## src/rtl/cbp_pkg.sv

```systemverilog
package cbp_pkg;

   // How the first coefficient of each block is treated.
   typedef enum logic [0:0] {
      DC_SKIP_INTRA = 1'b0,   // excluded from the flag when the mode is intra
      DC_ALWAYS     = 1'b1    // always counted
   } dc_mode_e;

   function automatic bit is_pow2(input int unsigned v);
      return (v != 0) && ((v & (v - 1)) == 0);
   endfunction

endpackage

```

## src/rtl/cbp_pos_counter.sv

```systemverilog
module cbp_pos_counter #(
   parameter int unsigned N_BLK   = 6,
   parameter int unsigned BLK_LEN = 64
) (
   input  logic                        clk,
   input  logic                        rst_n,
   input  logic                        clr,
   input  logic                        adv,
   output logic [$clog2(N_BLK)-1:0]    blk_idx,
   output logic                        pos_first,
   output logic                        last
);
   localparam int unsigned TOTAL = N_BLK * BLK_LEN;
   localparam int unsigned CNT_W = $clog2(TOTAL);
   localparam int unsigned POS_W = $clog2(BLK_LEN);

   logic [CNT_W-1:0] cnt_q;
   logic [CNT_W-1:0] idx_eff;

   // A clear in the same cycle as a coefficient makes it index 0.
   assign idx_eff   = clr ? '0 : cnt_q;
   assign blk_idx   = idx_eff[CNT_W-1:POS_W];
   assign pos_first = (idx_eff[POS_W-1:0] == '0);
   assign last      = adv && (idx_eff == CNT_W'(TOTAL - 1));

   always_ff @(posedge clk or negedge rst_n) begin
      if (!rst_n) begin
         cnt_q <= '0;
      end else if (adv) begin
         cnt_q <= last ? '0 : idx_eff + 1'b1;
      end else if (clr) begin
         cnt_q <= '0;
      end
   end

endmodule

```

## src/rtl/cbp_flag_accum.sv

```systemverilog
module cbp_flag_accum
   import cbp_pkg::*;
#(
   parameter int unsigned N_BLK   = 6,
   parameter int unsigned COEF_W  = 16,
   parameter dc_mode_e    DC_MODE = DC_SKIP_INTRA
) (
   input  logic                        clk,
   input  logic                        rst_n,
   input  logic                        clr,
   input  logic                        flush,
   input  logic                        adv,
   input  logic [COEF_W-1:0]           coef,
   input  logic [$clog2(N_BLK)-1:0]    blk_idx,
   input  logic                        pos_first,
   input  logic                        intra_eff,
   output logic [N_BLK-1:0]            flags_nx
);
   localparam int unsigned BLK_W = $clog2(N_BLK);

   logic [N_BLK-1:0] flags_q;
   logic             nz;
   logic             dc_mask;

   assign nz = |coef;

   generate
      if (DC_MODE == DC_SKIP_INTRA) begin : g_dc_skip
         assign dc_mask = intra_eff & pos_first;
      end else begin : g_dc_keep
         assign dc_mask = 1'b0;
      end
   endgenerate

   generate
      for (genvar j = 0; j < N_BLK; j++) begin : g_blk
         logic hit;
         assign hit         = adv & nz & ~dc_mask & (blk_idx == BLK_W'(j));
         assign flags_nx[j] = (clr ? 1'b0 : flags_q[j]) | hit;
      end
   endgenerate

   always_ff @(posedge clk or negedge rst_n) begin
      if (!rst_n) begin
         flags_q <= '0;
      end else begin
         flags_q <= flush ? '0 : flags_nx;
      end
   end

endmodule

```

## src/rtl/cbp_gen.sv

```systemverilog
module cbp_gen
   import cbp_pkg::*;
#(
   parameter int unsigned N_BLK   = 6,
   parameter int unsigned BLK_LEN = 64,
   parameter int unsigned COEF_W  = 16,
   parameter int unsigned DATA_W  = 32,
   parameter dc_mode_e    DC_MODE = DC_SKIP_INTRA
) (
   input  logic              clk,
   input  logic              rst_n,
   input  logic              mb_start,
   input  logic              intra_in,
   input  logic              coef_valid,
   input  logic [COEF_W-1:0] coef_data,
   output logic              pat_valid,
   output logic [DATA_W-1:0] pat_word
);
   localparam int unsigned BLK_W = $clog2(N_BLK);

   generate
      if (N_BLK < 2)               begin : g_bad_nblk  $error("N_BLK must be at least 2");          end
      if (!is_pow2(BLK_LEN) || BLK_LEN < 2)
                                   begin : g_bad_len   $error("BLK_LEN must be a power of two >= 2"); end
      if (DATA_W < N_BLK)          begin : g_bad_dw    $error("DATA_W must hold N_BLK flags");   end
      if (COEF_W < 1)              begin : g_bad_cw    $error("COEF_W must be positive");        end
   endgenerate

   logic             intra_q;
   logic             intra_eff;
   logic [BLK_W-1:0] blk_idx;
   logic             pos_first;
   logic             last;
   logic [N_BLK-1:0] flags_nx;

   assign intra_eff = mb_start ? intra_in : intra_q;

   always_ff @(posedge clk or negedge rst_n) begin
      if (!rst_n) begin
         intra_q <= 1'b0;
      end else if (mb_start) begin
         intra_q <= intra_in;
      end
   end

   cbp_pos_counter #(
      .N_BLK   (N_BLK),
      .BLK_LEN (BLK_LEN)
   ) u_cnt (
      .clk       (clk),
      .rst_n     (rst_n),
      .clr       (mb_start),
      .adv       (coef_valid),
      .blk_idx   (blk_idx),
      .pos_first (pos_first),
      .last      (last)
   );

   cbp_flag_accum #(
      .N_BLK   (N_BLK),
      .COEF_W  (COEF_W),
      .DC_MODE (DC_MODE)
   ) u_acc (
      .clk       (clk),
      .rst_n     (rst_n),
      .clr       (mb_start),
      .flush     (last),
      .adv       (coef_valid),
      .coef      (coef_data),
      .blk_idx   (blk_idx),
      .pos_first (pos_first),
      .intra_eff (intra_eff),
      .flags_nx  (flags_nx)
   );

   always_ff @(posedge clk or negedge rst_n) begin
      if (!rst_n) begin
         pat_valid <= 1'b0;
         pat_word  <= '0;
      end else begin
         pat_valid <= last;
         if (last) begin
            pat_word <= DATA_W'(flags_nx);
         end
      end
   end

endmodule

```

## config.mk

```make
export PLATFORM = sky130hd
export DESIGN_NAME = cbp_gen
export DESIGN_NICKNAME = d
export VERILOG_FILES = /design/src/rtl/cbp_pkg.sv /design/src/rtl/cbp_pos_counter.sv /design/src/rtl/cbp_flag_accum.sv /design/src/rtl/cbp_gen.sv
export SDC_FILE = /design/constraint.sdc
export NUM_CORES = 1
export LEC_CHECK = 0
export ABC_AREA = 1
export BUFFER_PORTS_ARGS = -buffer_cell sky130_fd_sc_hd__buf_2
export CAP_MARGIN = 30
export CORE_ASPECT_RATIO = 0.9
export CORE_MARGIN = 1
export CORE_UTILIZATION = 52
export DETAILED_ROUTE_END_ITERATION = 10
export HOLD_SLACK_MARGIN = 0.03
export PLACE_DENSITY = 0.93
export SYNTH_ARGS = -nofsm -noshare
export SYNTH_HDL_FRONTEND = slang
export SYNTH_SLANG_ARGS = --single-unit
```

## constraint.sdc

```tcl
create_clock -name clk -period 2.54 [get_ports clk]
set_input_delay 0.254 -clock clk [delete_from_list [all_inputs] [get_ports clk]]
set_output_delay 0.254 -clock clk [all_outputs]
set_load 0.02 [all_outputs]
```

==> results of run 1 <==
==> cells in the mapped netlist, drive strengths merged <==
cell type / instances
a21oi: 10
buf: 29
conb: 1
dfrtp: 23
ha: 1
inv: 13
nand2: 59
nand3: 5
nand4: 6
nor2: 26
nor3: 3
o21ai: 5
xor2: 2
==> how the worst max path moves through the flow <==
stage	start	endpoint	cells past startpoint	slack [ns]
after global routing	u_cnt.cnt_q[0]	pat_word[3]	10	0.75
after floorplan	mb_start	u_cnt.cnt_q[0]	11	0.98
final	u_cnt.cnt_q[0]	pat_word[5]	10	0.92
after global placement	mb_start	pat_word[2]	12	0.75
after CTS	u_cnt.cnt_q[0]	pat_word[5]	10	0.93
after detailed placement	mb_start	pat_word[5]	12	0.70
==> registers in the layout, summed over array words and instances (netlist names) <==
| register | count |
|---|---|
| u_acc.flags_q | 6 |
| pat_valid | 1 |
| u_cnt.cnt_q | 9 |
| pat_word | 6 |
| intra_q | 1 |
==> metrics by stage <==
| stage | cell area [um^2] | instances |
|---|---|---|
| 2_1_floorplan | 1480 | 208 |
| 3_3_place_gp | 1440 | 235 |
| 3_5_place_dp | 1440 | 235 |
| 4_1_cts | 1480 | 240 |
| 5_1_grt | 1480 | 240 |
| 6_report | 1480 | 240 |
==> area by class of cell <==
type | instances | area [um^2]
clock buffers | 3 | 22.5
fillers | 245 | 1010
well taps | 28 | 35.0
clock inverters | 1 | 5.00
multi-input cells | 143 | 633
inverters | 13 | 51.3
repair buffers | 29 | 153
flip-flops and latches | 23 | 576
==> cell families (layout without fill, tap and decap cells) <==
family                     Yosys count  count (layout)  share of synthesized area [%]
other                                1              26                          0.270
buffers and inverters               42              46                           19.7
AOI/OAI and AO/OA                   15              15                           5.41
DFF                                 23              23                           41.5
xor gates and xnor gates             2               2                           1.26
adders and majority gates            1               1                          0.902
and+or+nand+nor                     99              99                           31.0
==> report_power, final <==
| group | internal [mW] | switching (mW) | total (mW) |
|---|---|---|---|
| sequential | 0.373 | 0.00273 | 0.376 |
| clock | 0.0587 | 0.109 | 0.168 |
| combinational | 0.0226 | 0.0680 | 0.0905 |
==> per-layer routing <==
layer | vias to the layer above | part of all wire (%) | global-route usage [%]
li1 | 586 | - | -
met1 | 495 | 48 | 23.6
met2 | 42 | 45 | 27.1
met3 | 2 | 5.3 | 2.28
met4 | 0 | 1.2 | 8.54
met5 | - | 0 | 0
==> worst max-delay path, delay by kind of cell (launching register included) <==
family        cells  cell delay (ns)
flops             1             0.38
fa+ha+maj         1             0.15
buf+inv           2             0.31
simple gates      7             0.74
==> impl_metrics.json, run 1 <==
{
  "status": "complete, no violations",
  "grt_overflow": 0,
  "yosysSeqAreaShare_pct": 41.5,
  "syn-instance-count": 183,
  "total_leakage_power_nw": 0.882,
  "hpwlAfterDp_mm": 1.78,
  "hp-start": "intra_in",
  "portBuffers": 27,
  "die_w_um": 56.5,
  "fin_setup_tns_ns": 0,
  "p_total_uw": 634,
  "grt_pass1_vias": 880,
  "hold_class": "in2reg",
  "die_y_um": 51.0,
  "worstPathRequired_ns": 2.79,
  "r2r_cells": 10,
  "antennaDiodeCount": 0,
  "end_kind": "flip-flop",
  "layout_commonest_cell": "nand2_1",
  "crit_path_top_delay_cell": "dfrtp_1",
  "ctsHoldBuffers": 1,
  "ff2ff_setup_slack_ns": 0.92,
  "hold-path-endpoint": "intra_q",
  "vias": 1125,
  "ir_drop_mv": 0.281,
  "grt_setup_unrepaired": "no",
  "reg2reg_from": "u_cnt.cnt_q[0]",
  "yosysWarningCount": 0,
  "post_cts_buffers": 0,
  "finalCritPeriodShare_pct": 63.8,
  "ys_types": 22,
  "crit_path_max_incr_delay_ns": 0.38,
  "slew_violations": 0,
  "cp-start-kind": "flip-flop",
  "crit_fanout": 15,
  "clkTransAtPathRegs_ns": 0.13,
  "hold_violations": 0,
  "fin_crit_ns": 1.62,
  "vias_per_cell": 4.69,
  "clock-root-buffer": "clkbuf_4",
  "place_congestion": 0.861,
  "cts_buffers": 3,
  "r2r-end": "pat_word[5]",
  "antenna_left": 0,
  "coreArea_um2": 2490,
  "grt_pass1_wl_mm": 3.80,
  "path_cells": "nand2_1 -> inv_1 -> ha_1 -> nand3_1 -> nor2_4 -> nand2_2 -> nor3_4 -> buf_4 -> nand2_1 -> nand2_1",
  "setup_slack_ns": 0.918,
  "ys_ff_latch": 23,
  "fin_nets": 235,
  "grt_max_degree": 24,
  "pin_count": 54,
  "cap_viol_max_count": 0,
  "pre_cts_slack_ns": 0.704,
  "clk_latency_ns": 0.30,
  "max_freq_ghz": 0.617,
  "p_per_area_nw_per_um2": 430,
  "grt_use_total_pct": 17.3,
  "syn_to_final_growth_pct": 6.31,
  "cp_common_cell": "nand2_1",
  "cts_tree": "yes",
  "yosysTopAreaCell": "dfrtp_1",
  "cts_sinks": 23,
  "cts_resized": 0,
  "synth_area_per_cell_um2": 7.58,
  "synth_area_um2": 1390,
  "setup_violations": 0,
  "start_util_pct": 55.8,
  "h-tree-depth": 1,
  "utilization_pct": 59.3,
  "layout_common_cells": "nand2_1 (55), buf_2 (27), conb_1 (26)",
  "grt_antenna_before_repair": 0,
  "die_area_um2": 2880,
  "cp.arrival_ns": 1.87,
  "clk_path_buf_depth": 2,
  "finClkSkew_ns": 0.00554,
  "drive_above_1_share_pct": 18.9,
  "wl_per_cell_um": 9.48,
  "drt-pass1-iter-count": 4,
  "hold_slack_ns": 0.243,
  "whs_path_depth": 5,
  "drcViolationCount": 0,
  "synth_top_area_share_pct": 41.5,
  "drt_iter0_drc": 34,
  "yosys-top-cells-area": "dfrtp_1 (41%), nand2_1 (15%), buf_4 (14%), nor2_1 (6.8%), a21oi_1 (3.6%)",
  "num_rows": 17,
  "drt_wl_total_mm": 2.27,
  "critPathKind": "reg2reg"
}
Note: power is estimated with default switching activity, not from simulation.
==> run 2, diff against run 1 <==
ABC_AREA = 0   (was 1)
CORE_UTILIZATION = 48   (was 52)
PLACE_DENSITY = 0.88   (was 0.93)
clock period = 1.6 ns   (was 2.54 ns; I/O delays follow)
==> run 2 against run 1 <==
  * Fmax is 4.4% higher
  * Sequential share of layout area is 3.5 points lower
  * Clock power grew 65%
  * Final cell count down 9.6%
  * First-iteration DRC count is 18% lower
  * Design area is 9.8% higher
==> impl_metrics.json, run 2 <==
{
  "grt_use_total_pct": 18.0,
  "syn-instance-count": 138,
  "end_kind": "flip-flop",
  "synth_ff_type": "dfrtp_1",
  "synth_edf_count": 0,
  "h-tree-depth": 1,
  "start_util_pct": 50.8,
  "path_cells": "nor2b_4 -> ha_4 -> nand3_2 -> nor4_4 -> buf_4 -> nor2_2 -> a31oi_4",
  "drive_above_1_share_pct": 35.0,
  "fin_nets": 200,
  "cap_viol_max_count": 0,
  "crit_path_max_incr_delay_ns": 0.38,
  "grt_pass1_wl_mm": 4.10,
  "fin_crit_ns": 1.55,
  "die_y_um": 53.2,
  "grt_setup_unrepaired": "yes",
  "drcViolationCount": 0,
  "largest_registers": "u_cnt.cnt_q (9), pat_word (6), u_acc.flags_q (6)",
  "grt_max_degree": 24,
  "synthArstFlopShare_pct": 100,
  "coreArea_um2": 2750,
  "synthTopCellsByCount": "buf_4 (27), dfrtp_1 (23), inv_1 (9)",
  "finalCritPeriodShare_pct": 97.1,
  "worstPathRequired_ns": 1.86,
  "cp.arrival_ns": 1.81,
  "cpLargestDelayFamily": "simple AND/OR/NAND/NOR gates",
  "cts_tree": "yes",
  "syn_to_final_growth_pct": 16.0,
  "cts_buffers": 3,
  "synth_area_um2": 1400,
  "wl_per_cell_um": 11.7,
  "hold_violations": 0,
  "die_w_um": 58.9,
  "vias_per_cell": 4.73,
  "p_total_mw": 1.07,
  "p_per_area_nw_per_um2": 658,
  "yosysMostFrequentCell": "buf_4",
  "clkTransAtPathRegs_ns": 0.13,
  "clk_latency_ns": 0.33,
  "cp.buffers_inverters": 1,
  "cp-start-kind": "flip-flop",
  "portBuffers": 27,
  "total_leakage_power_nw": 0.804,
  "vias": 1027,
  "antennaDiodeCount": 0,
  "clk_path_buf_depth": 2,
  "largest_register_ffs": 9,
  "critPathKind": "reg2reg",
  "yosysWarningCount": 0,
  "yosysSeqAreaShare_pct": 41.2,
  "grt_overflow": 0,
  "slew_headroom_pct": 66.1,
  "setup_violations": 0,
  "grt_pass1_vias": 937,
  "hpwlAfterDp_mm": 1.83,
  "yosys-top-cells-area": "dfrtp_1 (41%), buf_4 (15%), mux2i_1 (3.6%), nand2b_1 (3.6%), nor4_1 (2.7%)",
  "largest_register": "u_cnt.cnt_q",
  "pin_count": 54,
  "layout_commonest_cell": "buf_2",
  "ys_ff_latch": 23,
  "crit_fanout": 6,
  "finClkSkew_ns": 0.00660,
  "status": "complete, no violations",
  "slew_violations": 0,
  "setup_slack_ns": 0.0461,
  "place_congestion": 0.932,
  "drt-pass1-iter-count": 4,
  "synth_top_area_share_pct": 41.2,
  "crit_path_top_delay_cell": "dfrtp_1",
  "die_area_um2": 3130,
  "grt_antenna_before_repair": 0,
  "tightestPinTransition_ns": 0.509,
  "drt_wl_total_mm": 2.54,
  "clock-root-buffer": "clkbuf_4",
  "hold_class": "in2reg",
  "synth_area_per_cell_um2": 10.1,
  "antenna_left": 0,
  "nFillCells": 250,
  "num_rows": 18,
  "max_freq_ghz": 0.644,
  "drt_iter0_drc": 28,
  "layout_common_cells": "buf_2 (27), conb_1 (26), dfrtp_1 (23)",
  "ys_types": 43,
  "ir_drop_mv": 0.626,
  "cts_sinks": 23,
  "yosysTopAreaCell": "dfrtp_1",
  "pre_cts_slack_ns": -0.00767
}
==> run 2: cell types whose count changed after synthesis, moves of 3 or more <==
cell	delta
mux2i_1	+5
o32ai_1	+3
a21oi_1	-8
nand2_1	-50
nand2b_1	+8
nand2_2	-3
nor2_1	-20
nor4_1	+6
==> run 2: path summary, 6_finish.rpt <==
path	from	slack, ns	endpoint	cells past startpoint
min in group asynchronous	rst_n	0.32	u_cnt.cnt_q[7]	2
hold reg to reg	pat_word[2]	0.52	pat_word[2]	2
setup / recovery	u_cnt.cnt_q[1]	0.05	pat_word[5]	7
setup reg to reg	u_cnt.cnt_q[1]	0.05	pat_word[5]	7
max in group asynchronous	rst_n	0.93	u_cnt.cnt_q[6]	2
hold / removal	intra_in	0.06	intra_q	2
==> run 2: metal layers <==
layer	routed length, um	track usage, %
met1	1100	20.9
met2	1260	31.1
met3	118	5.13
met4	64	7.14
met5	0	0
==> run 2: kinds of logic after synthesis <==
kind of cell,count (synthesis),synth area share (%)
flops,23,41.2
buf+inv,40,19.8
compound gates,14,8.87
fa+ha+maj,1,0.896
other cells,1,0.269
simple gates,49,22.0
xor+xnor,4,2.51
mux,6,4.39
==> run 2: report_power, final <==
group	switching [mW]	internal, mW
Sequential	0.00628	0.592
Combinational	0.121	0.0693
Clock	0.183	0.0940
==> run 2: area by class of cell <==
type	count	area (um^2)	area share [%]
Multi-Input combinational cell	100	687	42.4
Sequential cell	23	576	35.5
Timing Repair Buffer	41	246	15.2
Tap cell	40	50.0	3.09
Inverter	9	33.8	2.08
Clock buffer	3	22.5	1.39
Clock inverter	1	5.00	0.309
==> run 2: what timing repair did <==
action                     in CTS  in global routing
setup endpoints to repair       7                 12
setup buffers                   0                  2
gates resized for setup         3                  7
hold endpoints to repair       23                  0
hold buffers                    1                  0
==> run 2: stage by stage <==
step                hold WS, ns  cells  util [%]  instance area (um^2)  setup TNS (ns)
floorplan                -0.136    163         -                  1490               0
global placement          0.153    210      55.5                  1520               0
detailed placement        0.163    210      55.5                  1520         -0.0112
CTS                      0.0559    215      57.2                  1570               0
global route             0.0503    217      59.0                  1620         -0.0682
finish                   0.0620    217      59.0                  1620               0
